`config.mk`:
```
export PLATFORM = sky130hd
export DESIGN_NAME = gp_up_timer
export DESIGN_NICKNAME = d
export VERILOG_FILES = /design/src/rtl/gpt_pkg.sv /design/src/rtl/gpt_prescaler.sv /design/src/rtl/gpt_counter.sv /design/src/rtl/gpt_irq.sv /design/src/rtl/gpt_pin.sv /design/src/rtl/gp_up_timer.sv
export SDC_FILE = /design/constraint.sdc
export NUM_CORES = 1
export LEC_CHECK = 0
export BUFFER_PORTS_ARGS = -buffer_cell sky130_fd_sc_hd__buf_4
export CORE_ASPECT_RATIO = 1.5
export CORE_MARGIN = 2
export CORE_UTILIZATION = 40
export DETAILED_ROUTE_END_ITERATION = 10
export HOLD_SLACK_MARGIN = 0.15
export PLACE_DENSITY = 0.68
export SLEW_MARGIN = 30
export SYNTH_ARGS = -nofsm -noshare
export SYNTH_HDL_FRONTEND = slang
export SYNTH_HIERARCHICAL = 1
export SYNTH_SLANG_ARGS = --single-unit
export TNS_END_PERCENT = 1
```
`constraint.sdc`:
```
create_clock -name clk -period 5.6 [get_ports clk]
set_clock_uncertainty 0.15 [all_clocks]
set_input_delay 0.28 -clock clk [delete_from_list [all_inputs] [get_ports clk]]
set_output_delay 0.28 -clock clk [all_outputs]
set_load 0.005 [all_outputs]
```
`src/rtl/gpt_pkg.sv`:
```
package gpt_pkg;
  localparam int ADDR_W = 8;
  localparam int DATA_W = 32;
  localparam int NSRC   = 3;

  localparam logic [ADDR_W-1:0] OFF_ID   = 8'h00;
  localparam logic [ADDR_W-1:0] OFF_STS  = 8'h18;
  localparam logic [ADDR_W-1:0] OFF_IEN  = 8'h1C;
  localparam logic [ADDR_W-1:0] OFF_WEN  = 8'h20;
  localparam logic [ADDR_W-1:0] OFF_CTRL = 8'h24;
  localparam logic [ADDR_W-1:0] OFF_CNT  = 8'h28;
  localparam logic [ADDR_W-1:0] OFF_LOAD = 8'h2C;
  localparam logic [ADDR_W-1:0] OFF_TRG  = 8'h30;
  localparam logic [ADDR_W-1:0] OFF_MAT  = 8'h38;

  localparam logic [DATA_W-1:0] ID_VALUE = 32'h0000_0021;

  // event index inside the source vector
  localparam int EV_MAT = 0;
  localparam int EV_OVF = 1;
  localparam int EV_CAP = 2;

  typedef struct packed {
    logic       in_dir;
    logic       cap_second;
    logic       toggle;
    logic [1:0] trig;
    logic [1:0] cap_mode;
    logic       idle_lvl;
    logic       cmp_en;
    logic       psc_en;
    logic [2:0] psc_val;
    logic       reload;
    logic       run;
  } gpt_ctrl_t;

  localparam int CTRL_W = $bits(gpt_ctrl_t);
endpackage

```
`src/rtl/gpt_prescaler.sv`:
```
module gpt_prescaler #(
  parameter int SEL_W = 3
) (
  input  logic             clk,
  input  logic             rst,
  input  logic             run,
  input  logic             psc_en,
  input  logic [SEL_W-1:0] psc_val,
  input  logic             phase_clr,
  output logic             tick
);
  localparam int PH_W = 1 << SEL_W;

  logic [PH_W-1:0] ph_q;
  logic [PH_W:0]   term;

  always_comb begin
    term = ({{PH_W{1'b0}}, 1'b1} << (32'(psc_val) + 32'd1)) - 1'b1;
    tick = run && (!psc_en || ({1'b0, ph_q} >= term));
  end

  always_ff @(posedge clk) begin
    if (rst || !run || phase_clr) ph_q <= '0;
    else if (tick)                ph_q <= '0;
    else                          ph_q <= ph_q + 1'b1;
  end
endmodule

```
`src/rtl/gpt_counter.sv`:
```
module gpt_counter #(
  parameter int CNT_W = 32
) (
  input  logic             clk,
  input  logic             rst,
  input  logic             tick,
  input  logic             reload_en,
  input  logic             cmp_en,
  input  logic [CNT_W-1:0] load_val,
  input  logic [CNT_W-1:0] match_val,
  input  logic             wr_cnt,
  input  logic             wr_trg,
  input  logic [CNT_W-1:0] wr_val,
  output logic [CNT_W-1:0] cnt,
  output logic             ovf_evt,
  output logic             mat_evt,
  output logic             halt_req
);
  logic [CNT_W-1:0] cnt_q, cnt_nxt;
  logic             step, at_top;

  always_comb begin
    step   = tick && !wr_cnt && !wr_trg;
    at_top = &cnt_q;
    if (wr_cnt)      cnt_nxt = wr_val;
    else if (wr_trg) cnt_nxt = load_val;
    else if (step)   cnt_nxt = at_top ? (reload_en ? load_val : '0) : cnt_q + 1'b1;
    else             cnt_nxt = cnt_q;
    ovf_evt  = step && at_top;
    mat_evt  = step && cmp_en && (cnt_nxt == match_val);
    halt_req = ovf_evt && !reload_en;
  end

  always_ff @(posedge clk) begin
    if (rst) cnt_q <= '0;
    else     cnt_q <= cnt_nxt;
  end

  assign cnt = cnt_q;
endmodule

```
`src/rtl/gpt_irq.sv`:
```
module gpt_irq #(
  parameter int NSRC = 3
) (
  input  logic            clk,
  input  logic            rst,
  input  logic [NSRC-1:0] evt,
  input  logic [NSRC-1:0] ien,
  input  logic [NSRC-1:0] wen,
  input  logic            clr_we,
  input  logic [NSRC-1:0] clr_bits,
  output logic [NSRC-1:0] sts,
  output logic            irq,
  output logic            wake
);
  logic [NSRC-1:0] sts_q, sts_nxt;

  for (genvar i = 0; i < NSRC; i++) begin : g_src
    always_comb
      sts_nxt[i] = (sts_q[i] && !(clr_we && clr_bits[i])) || (evt[i] && ien[i]);

    always_ff @(posedge clk) begin
      if (rst) sts_q[i] <= 1'b0;
      else     sts_q[i] <= sts_nxt[i];
    end
  end

  always_ff @(posedge clk) begin
    if (rst) begin
      irq  <= 1'b0;
      wake <= 1'b0;
    end else begin
      irq  <= |sts_nxt;
      wake <= |(evt & wen);
    end
  end

  assign sts = sts_q;
endmodule

```
`src/rtl/gpt_pin.sv`:
```
module gpt_pin (
  input  logic       clk,
  input  logic       rst,
  input  logic       run,
  input  logic [1:0] trig,
  input  logic       toggle,
  input  logic       idle_lvl,
  input  logic       ovf_evt,
  input  logic       mat_evt,
  output logic       pin
);
  logic fire, idle;

  always_comb begin
    idle = !run || (trig == 2'd0);
    fire = ovf_evt || (trig[1] && mat_evt);
  end

  always_ff @(posedge clk) begin
    if (rst)         pin <= 1'b0;
    else if (idle)   pin <= idle_lvl;
    else if (toggle) pin <= fire ? !pin : pin;
    else             pin <= fire ? !idle_lvl : idle_lvl;
  end
endmodule

```
`src/rtl/gp_up_timer.sv`:
```
module gp_up_timer
  import gpt_pkg::*;
#(
  parameter int AW = ADDR_W,
  parameter int DW = DATA_W
) (
  input  logic          clk,
  input  logic          rst,
  input  logic [AW-1:0] addr,
  input  logic          wr_en,
  input  logic [DW-1:0] wr_data,
  output logic [DW-1:0] rd_data,
  input  logic          cap_evt,
  output logic          irq_o,
  output logic          wake_o,
  output logic          tmr_out,
  output logic          tmr_oe
);
  gpt_ctrl_t       ctrl_q;
  logic [NSRC-1:0] ien_q, wen_q, sts_w, evt_w;
  logic [DW-1:0]   load_q, match_q, cnt_w;
  logic            tick, ovf_evt, mat_evt, halt_req;
  logic            wr_cnt, wr_trg, wr_ctrl, wr_sts;

  always_comb begin
    wr_cnt  = wr_en && (addr == AW'(OFF_CNT));
    wr_trg  = wr_en && (addr == AW'(OFF_TRG));
    wr_ctrl = wr_en && (addr == AW'(OFF_CTRL));
    wr_sts  = wr_en && (addr == AW'(OFF_STS));
  end

  always_ff @(posedge clk) begin
    if (rst) begin
      ctrl_q  <= '0;
      ien_q   <= '0;
      wen_q   <= '0;
      load_q  <= '0;
      match_q <= '0;
    end else begin
      if (wr_ctrl)       ctrl_q     <= gpt_ctrl_t'(wr_data[CTRL_W-1:0]);
      else if (halt_req) ctrl_q.run <= 1'b0;
      if (wr_en && addr == AW'(OFF_IEN))  ien_q   <= wr_data[NSRC-1:0];
      if (wr_en && addr == AW'(OFF_WEN))  wen_q   <= wr_data[NSRC-1:0];
      if (wr_en && addr == AW'(OFF_LOAD)) load_q  <= wr_data;
      if (wr_en && addr == AW'(OFF_MAT))  match_q <= wr_data;
    end
  end

  gpt_prescaler #(.SEL_W(3)) u_psc (
    .clk(clk), .rst(rst), .run(ctrl_q.run), .psc_en(ctrl_q.psc_en),
    .psc_val(ctrl_q.psc_val), .phase_clr(wr_cnt || wr_trg), .tick(tick)
  );

  gpt_counter #(.CNT_W(DW)) u_cnt (
    .clk(clk), .rst(rst), .tick(tick), .reload_en(ctrl_q.reload),
    .cmp_en(ctrl_q.cmp_en), .load_val(load_q), .match_val(match_q),
    .wr_cnt(wr_cnt), .wr_trg(wr_trg), .wr_val(wr_data), .cnt(cnt_w),
    .ovf_evt(ovf_evt), .mat_evt(mat_evt), .halt_req(halt_req)
  );

  always_comb begin
    evt_w         = '0;
    evt_w[EV_MAT] = mat_evt;
    evt_w[EV_OVF] = ovf_evt;
    evt_w[EV_CAP] = cap_evt;
  end

  gpt_irq #(.NSRC(NSRC)) u_irq (
    .clk(clk), .rst(rst), .evt(evt_w), .ien(ien_q), .wen(wen_q),
    .clr_we(wr_sts), .clr_bits(wr_data[NSRC-1:0]), .sts(sts_w),
    .irq(irq_o), .wake(wake_o)
  );

  gpt_pin u_pin (
    .clk(clk), .rst(rst), .run(ctrl_q.run), .trig(ctrl_q.trig),
    .toggle(ctrl_q.toggle), .idle_lvl(ctrl_q.idle_lvl),
    .ovf_evt(ovf_evt), .mat_evt(mat_evt), .pin(tmr_out)
  );

  assign tmr_oe = !ctrl_q.in_dir;

  always_ff @(posedge clk) begin
    if (rst) rd_data <= '0;
    else begin
      unique case (addr)
        AW'(OFF_ID):   rd_data <= ID_VALUE;
        AW'(OFF_STS):  rd_data <= DW'(sts_w);
        AW'(OFF_IEN):  rd_data <= DW'(ien_q);
        AW'(OFF_WEN):  rd_data <= DW'(wen_q);
        AW'(OFF_CTRL): rd_data <= DW'(ctrl_q);
        AW'(OFF_CNT):  rd_data <= cnt_w;
        AW'(OFF_LOAD): rd_data <= load_q;
        AW'(OFF_TRG):  rd_data <= '1;
        AW'(OFF_MAT):  rd_data <= match_q;
        default:       rd_data <= '0;
      endcase
    end
  end
endmodule

```
==> reports/qor.yml <==
grt_pass1_vias: 9380
status: "finished with violations"
clock_latency_ps: 460
post_dp_cell_area_um2: 10300
ir_worst_vdd_uv: 206
core_area_um2: 22800
via_count: 9861
fin_setup_tns_ps: -589
synthCells: 1191
maxSlewHeadroom_pct: 42.0
yosys.area.top_type: "dfxtp_1"
syn_area_um2: 9200
crit_arrival_ps: 6000
violations: "setup timing"
ys_warn_count: 6
worst-path-max-fanout: 5
worstReg2RegEnd: "u_pin/pin"
synth_compound_area_share_pct: 23.1
synth_top_family_by_area: "simple AND/OR/NAND/NOR gates"
fp.dieW_um: 128
drive_gt1_share_pct: 17.5
syn_avg_cell_area_um2: 7.73
drv_cap: 0
wl_um: 35800
grtUsageTotal_pct: 29.4
dp_hpwl_um: 25400
synthSimpleGateAreaFrac_pct: 27.7
synth-xor-area-share_pct: 3.62
end_kind: "flop"
cts-root-buf: "clkbuf_16"
synth.top_cell.area_share_pct: 35.5
worstPathRequired_ps: 5790
firstDrtPassIters: 6
synthArstFlopShare_pct: 0
rsz0062_at_grt: "yes"
grt_antenna_before_repair: 0
synthAdderAreaFrac_pct: 1.50
clock_power_share_pct: 49.3
synth_area_leaders: "dfxtp_1, nand2_1, a21oi_1, a221oi_1, nor2_1"
critPathKind: "reg2reg"
nFillCells: 2258
final_nets: 1368
final_antenna_net_count: 0
tritoncts: "done"
comb_power_share_pct: 5.7
internal_power_uw: 2020
fin_crit_ps: 5810
timing.fmax_mhz: 172
drt_iter0_drc: 1151
p_switching_uw: 573
wl_per_cell_um: 22.3
ys_ff_latch: 163
tightest_slew_ps: 869
utilization_pct: 50.2
h-tree-depth: 4
num_antenna_cells: 0
crit_end: "u_pin/pin"
clkSinkCount: 163
io_pins: 80
drc_errors: 0
startpoint_type: "flop"
initial_utilization_pct: 40.4
crit_start: "ctrl_q[3]"
grt_pass1_wl_um: 54400
p_leak_uw: 0.00400
clk_pin_slew_ps: 60
period_share_pct: 104
finalSetupViolCount: 4
r2r_start: "ctrl_q[3]"
p_per_area_nw_per_um2: 226
rrSetupSlack_ps: -210
grt_max_degree: 69
rows: 68
finalMaxSlewViolations: 0
stdcell_area_um2: 11500
overflow: 0
dp_slack_ps: -205
port_buffers: 79
synth_flop_cell: "dfxtp_1"
swShare_pct: 22.1
fin_ws_ps: -207
die-area_um2: 24300
cts_buffer_depth: 2
muxShareOfSynthArea_pct: 3.54
place_congestion: 1.06
ys_seq_area_share_pct: 35.5
synth_edf_count: 0
vias_per_cell: 6.14
finalHoldViolations: 0
cts_buffers: 17
areaGrowthSynthToFinish_pct: 24.5
reg2reg_depth: 20
hold_path_class: "in2reg"
dieHeight_um: 190
synth_cell_types: 86
p_seq_share_pct: 45.0
hold_start: "addr[2]"
==> cell usage after synthesis (17+ instances only) <==
master,instances
nand2_1,246
dfxtp_1,163
a21oi_1,139
nor2_1,60
clkbuf_1,52
nand3_1,39
a221oi_1,28
o21ai_0,25
buf_2,24
inv_1,24
nand4_1,22
xnor2_1,20
mux2i_1,19
nor3_1,19
xor2_1,18
nor4_1,17
==> placed cells by master (no fill, tap or decap), drive strengths merged, types with 24 or more instances in the layout <==
cell           n
dlygate4sd3   42
nand2        246
o21ai         26
clkbuf        24
a221oi        28
a21oi        141
dfxtp        163
buf          144
inv           24
nor2          60
nand3         39
==> registers in the layout, indices dropped and copies added, names as in the netlist <==
signal,flops
u_pin/pin,1
u_irq/sts,3
ctrl_q,15
rd_data,32
u_irq/irq,1
match_q,32
u_irq/wake,1
load_q,32
ien_q,3
u_cnt/cnt,32
u_psc/ph_q,8
wen_q,3
==> kinds of logic (layout without fill, tap and decap cells) <==
| family | Yosys count | count (layout) |
|---|---|---|
| AND/OR/NAND/NOR | 518 | 518 |
| multiplexers | 31 | 31 |
| adder cells (fa/ha/maj) | 11 | 11 |
| flip-flops | 163 | 163 |
| buffers and inverters | 108 | 242 |
| other | 1 | 2 |
| XOR/XNOR | 38 | 38 |
| AO/OA/AOI/OAI | 321 | 321 |
==> power groups by stage <==
stage          Sequential [uW]  Clock, uW  Combinational (uW)
3_5_place_dp              1190          0                 123
3_3_place_gp              1190          0                 123
6_report                  1170       1280                 148
4_1_cts                   1170       1290                 146
2_1_floorplan             1190          0                62.9
5_1_grt                   1170       1330                 158
==> worst max-delay path, cell delays in order (launching register included) <==
cell     delay (ps)
dfxtp_2         320
or3_4           400
ha_4            170
and2b_1         200
a32oi_1         100
ha_1            330
nand3_2          90
nor2_2          110
a221o_1         170
o31a_1          170
or3b_4          400
or4_4           590
or3_4           350
or3_1           310
and3_4          180
and3_1          180
or4_4           520
nor4_4          400
a21oi_2         130
a32o_1          210
a211o_1         220
==> area by class of cell <==
| type | instances | area [um2] | area share [%] |
|---|---|---|---|
| repair buffers | 186 | 1520 | 13.2 |
| multi-input cells | 921 | 5590 | 48.8 |
| flip-flops and latches | 163 | 3260 | 28.5 |
| clock buffers | 24 | 492 | 4.29 |
| inverters | 24 | 90.1 | 0.786 |
| clock inverters | 8 | 148 | 1.29 |
| well taps | 280 | 350 | 3.06 |
==> metal layers <==
layer  track usage [%]  routed length, um
met1              33.1              13400
met2              52.0              18200
met3              3.94               1860
met4              18.1               2380
met5                 0                  0
==> worst min-delay path by stage <==
stage                    to  slack (ps)  cells after the start
4_1_cts          rd_data[2]         170                      3
3_5_place_dp      ctrl_q[8]         310                      2
5_1_grt          rd_data[1]         190                      3
6_report         rd_data[2]         180                      3
2_1_floorplan  u_irq/sts[0]         200                      1
3_3_place_gp     ctrl_q[13]         300                      2
==> stage by stage <==
stage,hold slack [ps],power (uW),cells
6_report,177,2590,1606
5_1_grt,188,2650,1606
4_1_cts,168,2600,1605
3_5_place_dp,309,1310,1531
3_3_place_gp,301,1310,1531
2_1_floorplan,196,1250,1192
==> what timing repair did <==
item | CTS | global route
resized for setup | 5 | 13
endpoints found under the setup margin | 4 | 4
pin swaps | 3 | 11
endpoints found under the hold margin | 123 | 0
buffers inserted | 0 | 1
hold buffers | 42 | 0
No activity file was read; power rests on OpenSTA's default activity.
